===== src/rtl/rtc_spi_pkg.sv =====
package rtc_spi_pkg;
    localparam int ADDR_W    = 7;
    localparam int DATA_W    = 8;
    localparam int REG_COUNT = 1 << ADDR_W;
    localparam int CNT_W     = $clog2(DATA_W);

    localparam logic [ADDR_W-1:0] CTRL_ADDR = 7'h0F;
    localparam logic [ADDR_W-1:0] STAT_ADDR = 7'h10;
    localparam logic [ADDR_W-1:0] GAP_LO    = 7'h12;
    localparam logic [ADDR_W-1:0] GAP_HI    = 7'h1F;

    localparam logic [DATA_W-1:0] CTRL_KEEP = 8'hC7;
    localparam logic [DATA_W-1:0] STAT_KEEP = 8'h03;
    localparam int                LOCK_BIT  = 6;

    typedef enum logic {PH_CMD, PH_DATA} phase_e;

    function automatic logic in_gap(input logic [ADDR_W-1:0] a);
        return (a >= GAP_LO) && (a <= GAP_HI);
    endfunction
endpackage


===== src/rtl/rtc_spi_sync.sv =====
module rtc_spi_sync #(
    parameter int STAGES = 2,
    parameter int WIDTH  = 3
) (
    input  logic             clk,
    input  logic             rst_n,
    input  logic [WIDTH-1:0] async_i,
    output logic [WIDTH-1:0] sync_o
);
    logic [WIDTH-1:0] stage_q [STAGES];

    generate
        for (genvar s = 0; s < STAGES; s++) begin : g_stage
            always_ff @(posedge clk or negedge rst_n) begin
                if (!rst_n) begin
                    stage_q[s] <= '0;
                end else if (s == 0) begin
                    stage_q[s] <= async_i;
                end else begin
                    stage_q[s] <= stage_q[(s == 0) ? 0 : s-1];
                end
            end
        end
    endgenerate

    assign sync_o = stage_q[STAGES-1];
endmodule


===== src/rtl/rtc_spi_shifter.sv =====
module rtc_spi_shifter
    import rtc_spi_pkg::*;
(
    input  logic              clk,
    input  logic              rst_n,
    input  logic              ce_s,
    input  logic              sclk_s,
    input  logic              mosi_s,
    input  logic              tx_load,
    input  logic [DATA_W-1:0] tx_data,
    output logic              byte_done,
    output logic [DATA_W-1:0] rx_byte,
    output logic              miso_bit
);
    typedef struct packed {
        logic              sclk_prev;
        logic [CNT_W-1:0]  cnt;
        logic [DATA_W-2:0] rx;
        logic [DATA_W-1:0] tx;
        logic              miso;
    } shf_t;

    shf_t shf_d, shf_q;
    logic rise, fall;

    always_comb begin
        rise      = ce_s &&  sclk_s && !shf_q.sclk_prev;
        fall      = ce_s && !sclk_s &&  shf_q.sclk_prev;
        byte_done = fall && (shf_q.cnt == CNT_W'(DATA_W-1));
        rx_byte   = {shf_q.rx, mosi_s};
        miso_bit  = shf_q.miso;

        shf_d           = shf_q;
        shf_d.sclk_prev = sclk_s;
        if (!ce_s) begin
            shf_d.cnt  = '0;
            shf_d.miso = 1'b0;
        end else begin
            if (rise) begin
                shf_d.miso = shf_q.tx[DATA_W-1];
                shf_d.tx   = {shf_q.tx[DATA_W-2:0], 1'b0};
            end
            if (fall) begin
                shf_d.rx  = {shf_q.rx[DATA_W-3:0], mosi_s};
                shf_d.cnt = shf_q.cnt + 1'b1;
            end
        end
        if (tx_load) begin
            shf_d.tx = tx_data;
        end
    end

    always_ff @(posedge clk or negedge rst_n) begin
        if (!rst_n) shf_q <= '0;
        else        shf_q <= shf_d;
    end

    // A new select window always starts on a byte boundary.
    assert_fresh_count_R9: assert property (@(posedge clk) disable iff (!rst_n)
        $rose(ce_s) |-> (shf_q.cnt == '0));
endmodule


===== src/rtl/rtc_spi_regs.sv =====
module rtc_spi_regs
    import rtc_spi_pkg::*;
(
    input  logic              clk,
    input  logic              rst_n,
    input  logic              we,
    input  logic [ADDR_W-1:0] waddr,
    input  logic [DATA_W-1:0] wdata,
    input  logic [ADDR_W-1:0] raddr,
    output logic [DATA_W-1:0] rdata
);
    typedef struct packed {
        logic              en;
        logic [ADDR_W-1:0] addr;
        logic [DATA_W-1:0] data;
    } wr_t;

    logic [DATA_W-1:0] mem_q [REG_COUNT];
    wr_t               wr_d;
    logic              lock;
    logic [DATA_W-1:0] keep;

    always_comb begin
        lock = mem_q[CTRL_ADDR][LOCK_BIT];
        case (waddr)
            CTRL_ADDR: keep = CTRL_KEEP;
            STAT_ADDR: keep = STAT_KEEP;
            default:   keep = '1;
        endcase
        wr_d.en   = we && !in_gap(waddr) && (!lock || (waddr == CTRL_ADDR));
        wr_d.addr = waddr;
        wr_d.data = wdata & keep;
        rdata     = in_gap(raddr) ? '0 : mem_q[raddr];
    end

    always_ff @(posedge clk or negedge rst_n) begin
        if (!rst_n) begin
            for (int i = 0; i < REG_COUNT; i++) mem_q[i] <= '0;
        end else if (wr_d.en) begin
            mem_q[wr_d.addr] <= wr_d.data;
        end
    end

    assert_lock_blocks_R7: assert property (@(posedge clk) disable iff (!rst_n)
        (we && lock && (waddr != CTRL_ADDR)) |=> (mem_q[$past(waddr)] == $past(mem_q[waddr])));
    assert_ctrl_reserved_R5: assert property (@(posedge clk) disable iff (!rst_n)
        mem_q[CTRL_ADDR][5:3] == 3'b000);
    assert_stat_reserved_R6: assert property (@(posedge clk) disable iff (!rst_n)
        mem_q[STAT_ADDR][7:2] == 6'b000000);
    assert_gap_stays_empty_R8: assert property (@(posedge clk) disable iff (!rst_n)
        (we && in_gap(waddr)) |=> (mem_q[$past(waddr)] == '0));
endmodule


===== src/rtl/rtc_spi_slave.sv =====
module rtc_spi_slave
    import rtc_spi_pkg::*;
#(
    parameter int SYNC_STAGES = 2
) (
    input  logic clk,
    input  logic rst_n,
    input  logic ce,
    input  logic sclk,
    input  logic mosi,
    output logic miso,
    output logic miso_en
);
    typedef struct packed {
        phase_e            phase;
        logic              is_wr;
        logic [ADDR_W-1:0] addr;
    } ctl_t;

    ctl_t              ctl_d, ctl_q;
    logic [2:0]        pins_s;
    logic              ce_s, sclk_s, mosi_s;
    logic              byte_done, miso_bit, tx_load, reg_we;
    logic [DATA_W-1:0] rx_byte, rdata;
    logic [ADDR_W-1:0] raddr;

    rtc_spi_sync #(.STAGES(SYNC_STAGES), .WIDTH(3)) u_sync (
        .clk(clk), .rst_n(rst_n), .async_i({ce, sclk, mosi}), .sync_o(pins_s)
    );
    assign {ce_s, sclk_s, mosi_s} = pins_s;

    rtc_spi_shifter u_shf (
        .clk(clk), .rst_n(rst_n), .ce_s(ce_s), .sclk_s(sclk_s), .mosi_s(mosi_s),
        .tx_load(tx_load), .tx_data(rdata), .byte_done(byte_done),
        .rx_byte(rx_byte), .miso_bit(miso_bit)
    );

    rtc_spi_regs u_regs (
        .clk(clk), .rst_n(rst_n), .we(reg_we), .waddr(ctl_q.addr),
        .wdata(rx_byte), .raddr(raddr), .rdata(rdata)
    );

    always_comb begin
        ctl_d   = ctl_q;
        tx_load = 1'b0;
        reg_we  = 1'b0;
        raddr   = ctl_q.addr;
        if (!ce_s) begin
            ctl_d.phase = PH_CMD;
            ctl_d.is_wr = 1'b0;
        end else if (byte_done) begin
            if (ctl_q.phase == PH_CMD) begin
                ctl_d.phase = PH_DATA;
                ctl_d.is_wr = rx_byte[DATA_W-1];
                ctl_d.addr  = rx_byte[ADDR_W-1:0];
                raddr       = rx_byte[ADDR_W-1:0];
                tx_load     = !rx_byte[DATA_W-1];
            end else begin
                ctl_d.addr = ctl_q.addr + 1'b1;
                raddr      = ctl_q.addr + 1'b1;
                reg_we     = ctl_q.is_wr;
                tx_load    = !ctl_q.is_wr;
            end
        end
        miso_en = ce_s && (ctl_q.phase == PH_DATA) && !ctl_q.is_wr;
        miso    = miso_en && miso_bit;
    end

    always_ff @(posedge clk or negedge rst_n) begin
        if (!rst_n) ctl_q <= '{phase: PH_CMD, is_wr: 1'b0, addr: '0};
        else        ctl_q <= ctl_d;
    end

    assert_addr_steps_R3: assert property (@(posedge clk) disable iff (!rst_n)
        (ce_s && byte_done && (ctl_q.phase == PH_DATA)) |=> (ctl_q.addr == $past(ctl_q.addr) + 1'b1));
    assert_cmd_opens_data_R1: assert property (@(posedge clk) disable iff (!rst_n)
        (ce_s && byte_done && (ctl_q.phase == PH_CMD)) |=> (ctl_q.phase == PH_DATA));
endmodule


===== config.mk =====
export PLATFORM = sky130hd
export DESIGN_NAME = rtc_spi_slave
export DESIGN_NICKNAME = d
export VERILOG_FILES = /design/src/rtl/rtc_spi_pkg.sv /design/src/rtl/rtc_spi_sync.sv /design/src/rtl/rtc_spi_shifter.sv /design/src/rtl/rtc_spi_regs.sv /design/src/rtl/rtc_spi_slave.sv
export SDC_FILE = /design/constraint.sdc
export NUM_CORES = 2
export LEC_CHECK = 0
export CORE_ASPECT_RATIO = 1.75
export CORE_MARGIN = 2
export CORE_UTILIZATION = 49
export DETAILED_ROUTE_END_ITERATION = 8
export MAX_ROUTING_LAYER = met4
export PLACE_DENSITY_LB_ADDON = 0.25
export SLEW_MARGIN = 10
export SYNTH_ARGS = -nofsm -noshare
export SYNTH_HDL_FRONTEND = slang
export SYNTH_SLANG_ARGS = --single-unit

===== constraint.sdc =====
create_clock -name clk -period 3.9 [get_ports clk]
set_clock_uncertainty 0.2 [all_clocks]
set_input_delay 1.17 -clock clk [delete_from_list [all_inputs] [get_ports clk]]
set_output_delay 1.17 -clock clk [all_outputs]
set_load 0.02 [all_outputs]

==> impl_metrics.json <==
{
  "maxCapViolations": 0,
  "pin_count": 7,
  "setup-tns-final_ns": 0,
  "drc": 0,
  "first_global_vias": 33300,
  "cellLeakagePower_nw": 25.0,
  "worst-r2r-setup-slack_ns": 0.03,
  "avgSynthCellArea_um2": 12.1,
  "worst-r2r-cell-count": 14,
  "clk_pin_slew_ns": 0.07,
  "placeableCoreArea_um2": 96900,
  "critical_path_class": "reg -> reg",
  "syn_to_final_growth_pct": 13.5,
  "drt-vias-per-instance": 5.99,
  "relative_slew_margins_pct": 29.6,
  "placement.io_buffers": 6,
  "maximum_number_of_pins_on_one_net_before_global_route_repair": 149,
  "synth_net_count": 3973,
  "rr_startpoint": "u_shf.shf_q[17]$_DFFE_PN0P_",
  "grt-ovfl-total": 0,
  "cts-root-buf": "sky130_fd_sc_hd__clkbuf_16",
  "drtIter0Drc": 2442,
  "design.die.area_um2": 100000,
  "final.period_utilization_pct": 99.1,
  "first_pass_detailed_route_iteration_total": 8,
  "antenna_violating_nets_post_route": 0,
  "final_layout_size_suffix_gt1_share_pct": 34.5,
  "tightest_slew_ns": 1.05,
  "synthDistinctLibCells": 71,
  "clock_latency_ns": 0.72,
  "ys_seq_area_share_pct": 55.3,
  "critical_path.most_common_cell": "sky130_fd_sc_hd__buf_4",
  "final_hold_viol_count": 0,
  "cp_slowest_cell": "sky130_fd_sc_hd__mux2i_1",
  "critical_path_required_ns": 4.29,
  "hold_path_class": "in -> async",
  "crit_path_start_kind": "register",
  "synth_edf_count": 0,
  "crit_buf_inv": 3,
  "synthCells": 3963,
  "cp_max_fo": 5,
  "critPathCaptureType": "register",
  "die-height_um": 418,
  "timing.critical_path.cells": "ha_2, ha_4, nand4b_1, a211oi_2, or2_4, clkinv_16, buf_4, buf_4, mux4_2, mux2i_1, a32oi_1, o2111ai_1, nor3_1, o32a_1",
  "dp_hpwl_um": 96900,
  "timing.final.max_slew_violations": 0,
  "dpl_cell_area_um2": 50900,
  "grt_util_all_layers_pct": 30.3,
  "yosys_register_bits": 1059,
  "final_wirelength_um": 146000,
  "gp_routability_congestion": 0.986,
  "path_delay_family": "multiplexers",
  "worst_path_max_stage_delay_ns": 0.44,
  "first_pass_grt_wire_length_um": 218000,
  "horizontal_extent_of_the_die_um": 240,
  "timing.fmax_ghz": 0.259,
  "worstReg2RegEnd": "u_shf.shf_q[2]$_DFFE_PN0P_",
  "fill_cells": 7964,
  "synthesis.yosys.warnings": 0,
  "final_net_count": 4004,
  "starting_density_of_the_core_pct": 49.5,
  "synth_top_cell_area_share_pct": 55.3,
  "cts_sinks": 1059,
  "cts_tree": "done",
  "synth_area_leader_cell": "sky130_fd_sc_hd__dfrtp_1",
  "worst_endpoint_data_arrival_time_ns": 4.26,
  "setup-violations-final": 0,
  "postSynth.asyncResetShare_pct": 100,
  "final.min_clock_period_ns": 3.87,
  "outcome": "finished clean",
  "routedWlPerCell_um": 27.1,
  "power.ir.vdd_worst_mv": 0.419,
  "cts_buffers": 95,
  "design_area_um2": 54400,
  "ys_top_cells_by_area": "sky130_fd_sc_hd__dfrtp_1 55%, sky130_fd_sc_hd__mux2_2 15%, sky130_fd_sc_hd__mux4_2 8.6%",
  "power.density_cell_area_nw_per_um2": 430,
  "report.power.total_mw": 23.4,
  "detailroute.via_count": 32200,
  "antenna_violations_before_repair": 5,
  "cts-htree-levels": 3,
  "fp-row-count": 151,
  "syn-cell-area_um2": 47900,
  "ys_dominant_reg_cell": "sky130_fd_sc_hd__dfrtp_1",
  "finish.utilization_pct": 56.1,
  "clock_tree.buffer_depth": 3
}
[worst max path at each step]
| stage | startpoint | endpoint | slack (ns) | depth (start not counted) |
|---|---|---|---|---|
| 3_3_place_gp | u_shf.shf_q[16]$_DFFE_PN0P_ | u_shf.shf_q[7]$_DFFE_PN0P_ | -0.30 | 14 |
| 2_1_floorplan | ctl_q[1]$_DFFE_PN0P_ | u_shf.shf_q[1]$_DFFE_PN0P_ | 0.61 | 15 |
| 5_1_grt | u_shf.shf_q[17]$_DFFE_PN0P_ | u_shf.shf_q[5]$_DFFE_PN0P_ | -0.01 | 15 |
| 3_5_place_dp | u_shf.shf_q[16]$_DFFE_PN0P_ | u_shf.shf_q[7]$_DFFE_PN0P_ | -0.30 | 14 |
| 6_report | u_shf.shf_q[17]$_DFFE_PN0P_ | u_shf.shf_q[2]$_DFFE_PN0P_ | 0.03 | 14 |
| 4_1_cts | u_shf.shf_q[16]$_DFFE_PN0P_ | u_shf.shf_q[8]$_DFFE_PN0P_ | 0.005 | 15 |
[metrics by stage]
stage | hold slack, ns | instances | worst slack (ns)
6_report | 0.148 | 5379 | 0.0348
5_1_grt | 0.143 | 5379 | -0.0128
4_1_cts | 0.131 | 5365 | 0.00539
3_5_place_dp | 0.147 | 5187 | -0.299
3_3_place_gp | 0.140 | 5187 | -0.297
2_1_floorplan | 0.131 | 3963 | 0.608
[layout make-up]
class / count / area, µm² / area share, %
multi-input cells: 2494 / 19700 / 36.2
clock buffers: 129 / 2700 / 4.95
flip-flops and latches: 1059 / 26500 / 48.7
diodes: 4 / 10.0 / 0.0184
well taps: 1300 / 1630 / 2.99
clock inverters: 49 / 592 / 1.09
repair buffers: 330 / 3190 / 5.87
inverters: 11 / 77.6 / 0.143
repair inverters: 3 / 33.8 / 0.0621
[routing by layer]
layer	up-vias	global-route usage [%]	wire length [µm]
met5	-	-	0
met4	0	17.8	10100
met3	410	4.10	7930
met2	1133	49.4	73100
met1	16800	35.8	54700
li1	13900	-	-
[sequential cells by signal, indices dropped and copies added (netlist names)]
| register | flops |
|---|---|
| u_regs.mem_q | 1023 |
| u_shf.shf_q | 12 |
| ctl_q | 9 |
| u_shf.rx_byte | 7 |
| u_sync.stage_q | 3 |
| u_sync.sync_o | 3 |
| u_regs.lock | 1 |
| u_shf.miso_bit | 1 |
[power by group]
group | internal [mW] | leakage [nW] | switching [mW] | total [mW]
logic | 0.453 | 8.64 | 1.89 | 2.34
clock network | 5.56 | 1.60 | 4.37 | 9.94
registers | 11.0 | 14.8 | 0.0705 | 11.1
total | 17.0 | 25.0 | 6.33 | 23.4
[what timing repair did]
| item | CTS | global route |
|---|---|---|
| pin swaps | 0 | 7 |
| gates resized for setup | 10 | 27 |
| endpoints found under the setup margin | 6 | 8 |
| cloned | 0 | 4 |
| endpoints found under the hold margin | 0 | 0 |
| hold buffers | 0 | 0 |
| buffers inserted | 0 | 6 |
[synth_stat cells, drive strengths merged, types with 8 or more instances]
library cell,n
or3,8
o211ai,8
a22oi,13
mux2,637
dfrtp,1059
a32oi,15
nand2,784
clkbuf,290
nand4,11
nand3,156
and3,37
inv,9
a211oi,9
a31oi,28
o21ai,325
nor2,110
buf,109
a21oi,36
and2,10
mux2i,30
mux4,183
a311oi,12
nor3,12
[placed cells by master (no fill, tap or decap), drive strengths merged, types with 5 or more instances in the layout]
cell	Yosys	routed
bufinv	0	10
a311oi	12	12
mux4	183	183
nand2	784	784
nor3	12	12
mux2	637	637
a22oi	13	13
a211oi	9	9
nor2	110	110
dfrtp	1059	1059
ha	5	5
buf	109	323
and2	10	10
and3	37	37
nor2b	7	7
a21oi	36	36
a31oi	28	28
a221oi	7	7
o21ai	325	325
clkbuf	290	131
nand4	11	11
clkinvlp	0	10
mux2i	30	30
o211ai	8	8
a32oi	15	15
nand3	156	156
or3	8	8
clkinv	2	25
inv	9	18
[kinds of logic after synthesis]
logic type / count (synthesis) / share of synthesized area [%]
multiplexers: 850 / 24.2
XOR/XNOR: 1 / 0.0183
flip-flops: 1059 / 55.3
AO/OA/AOI/OAI: 483 / 5.80
AND/OR/NAND/NOR: 1155 / 10.5
buffers and inverters: 410 / 4.05
adder cells (fa/ha/maj): 5 / 0.130
No activity file was read; power rests on OpenSTA's default activity.
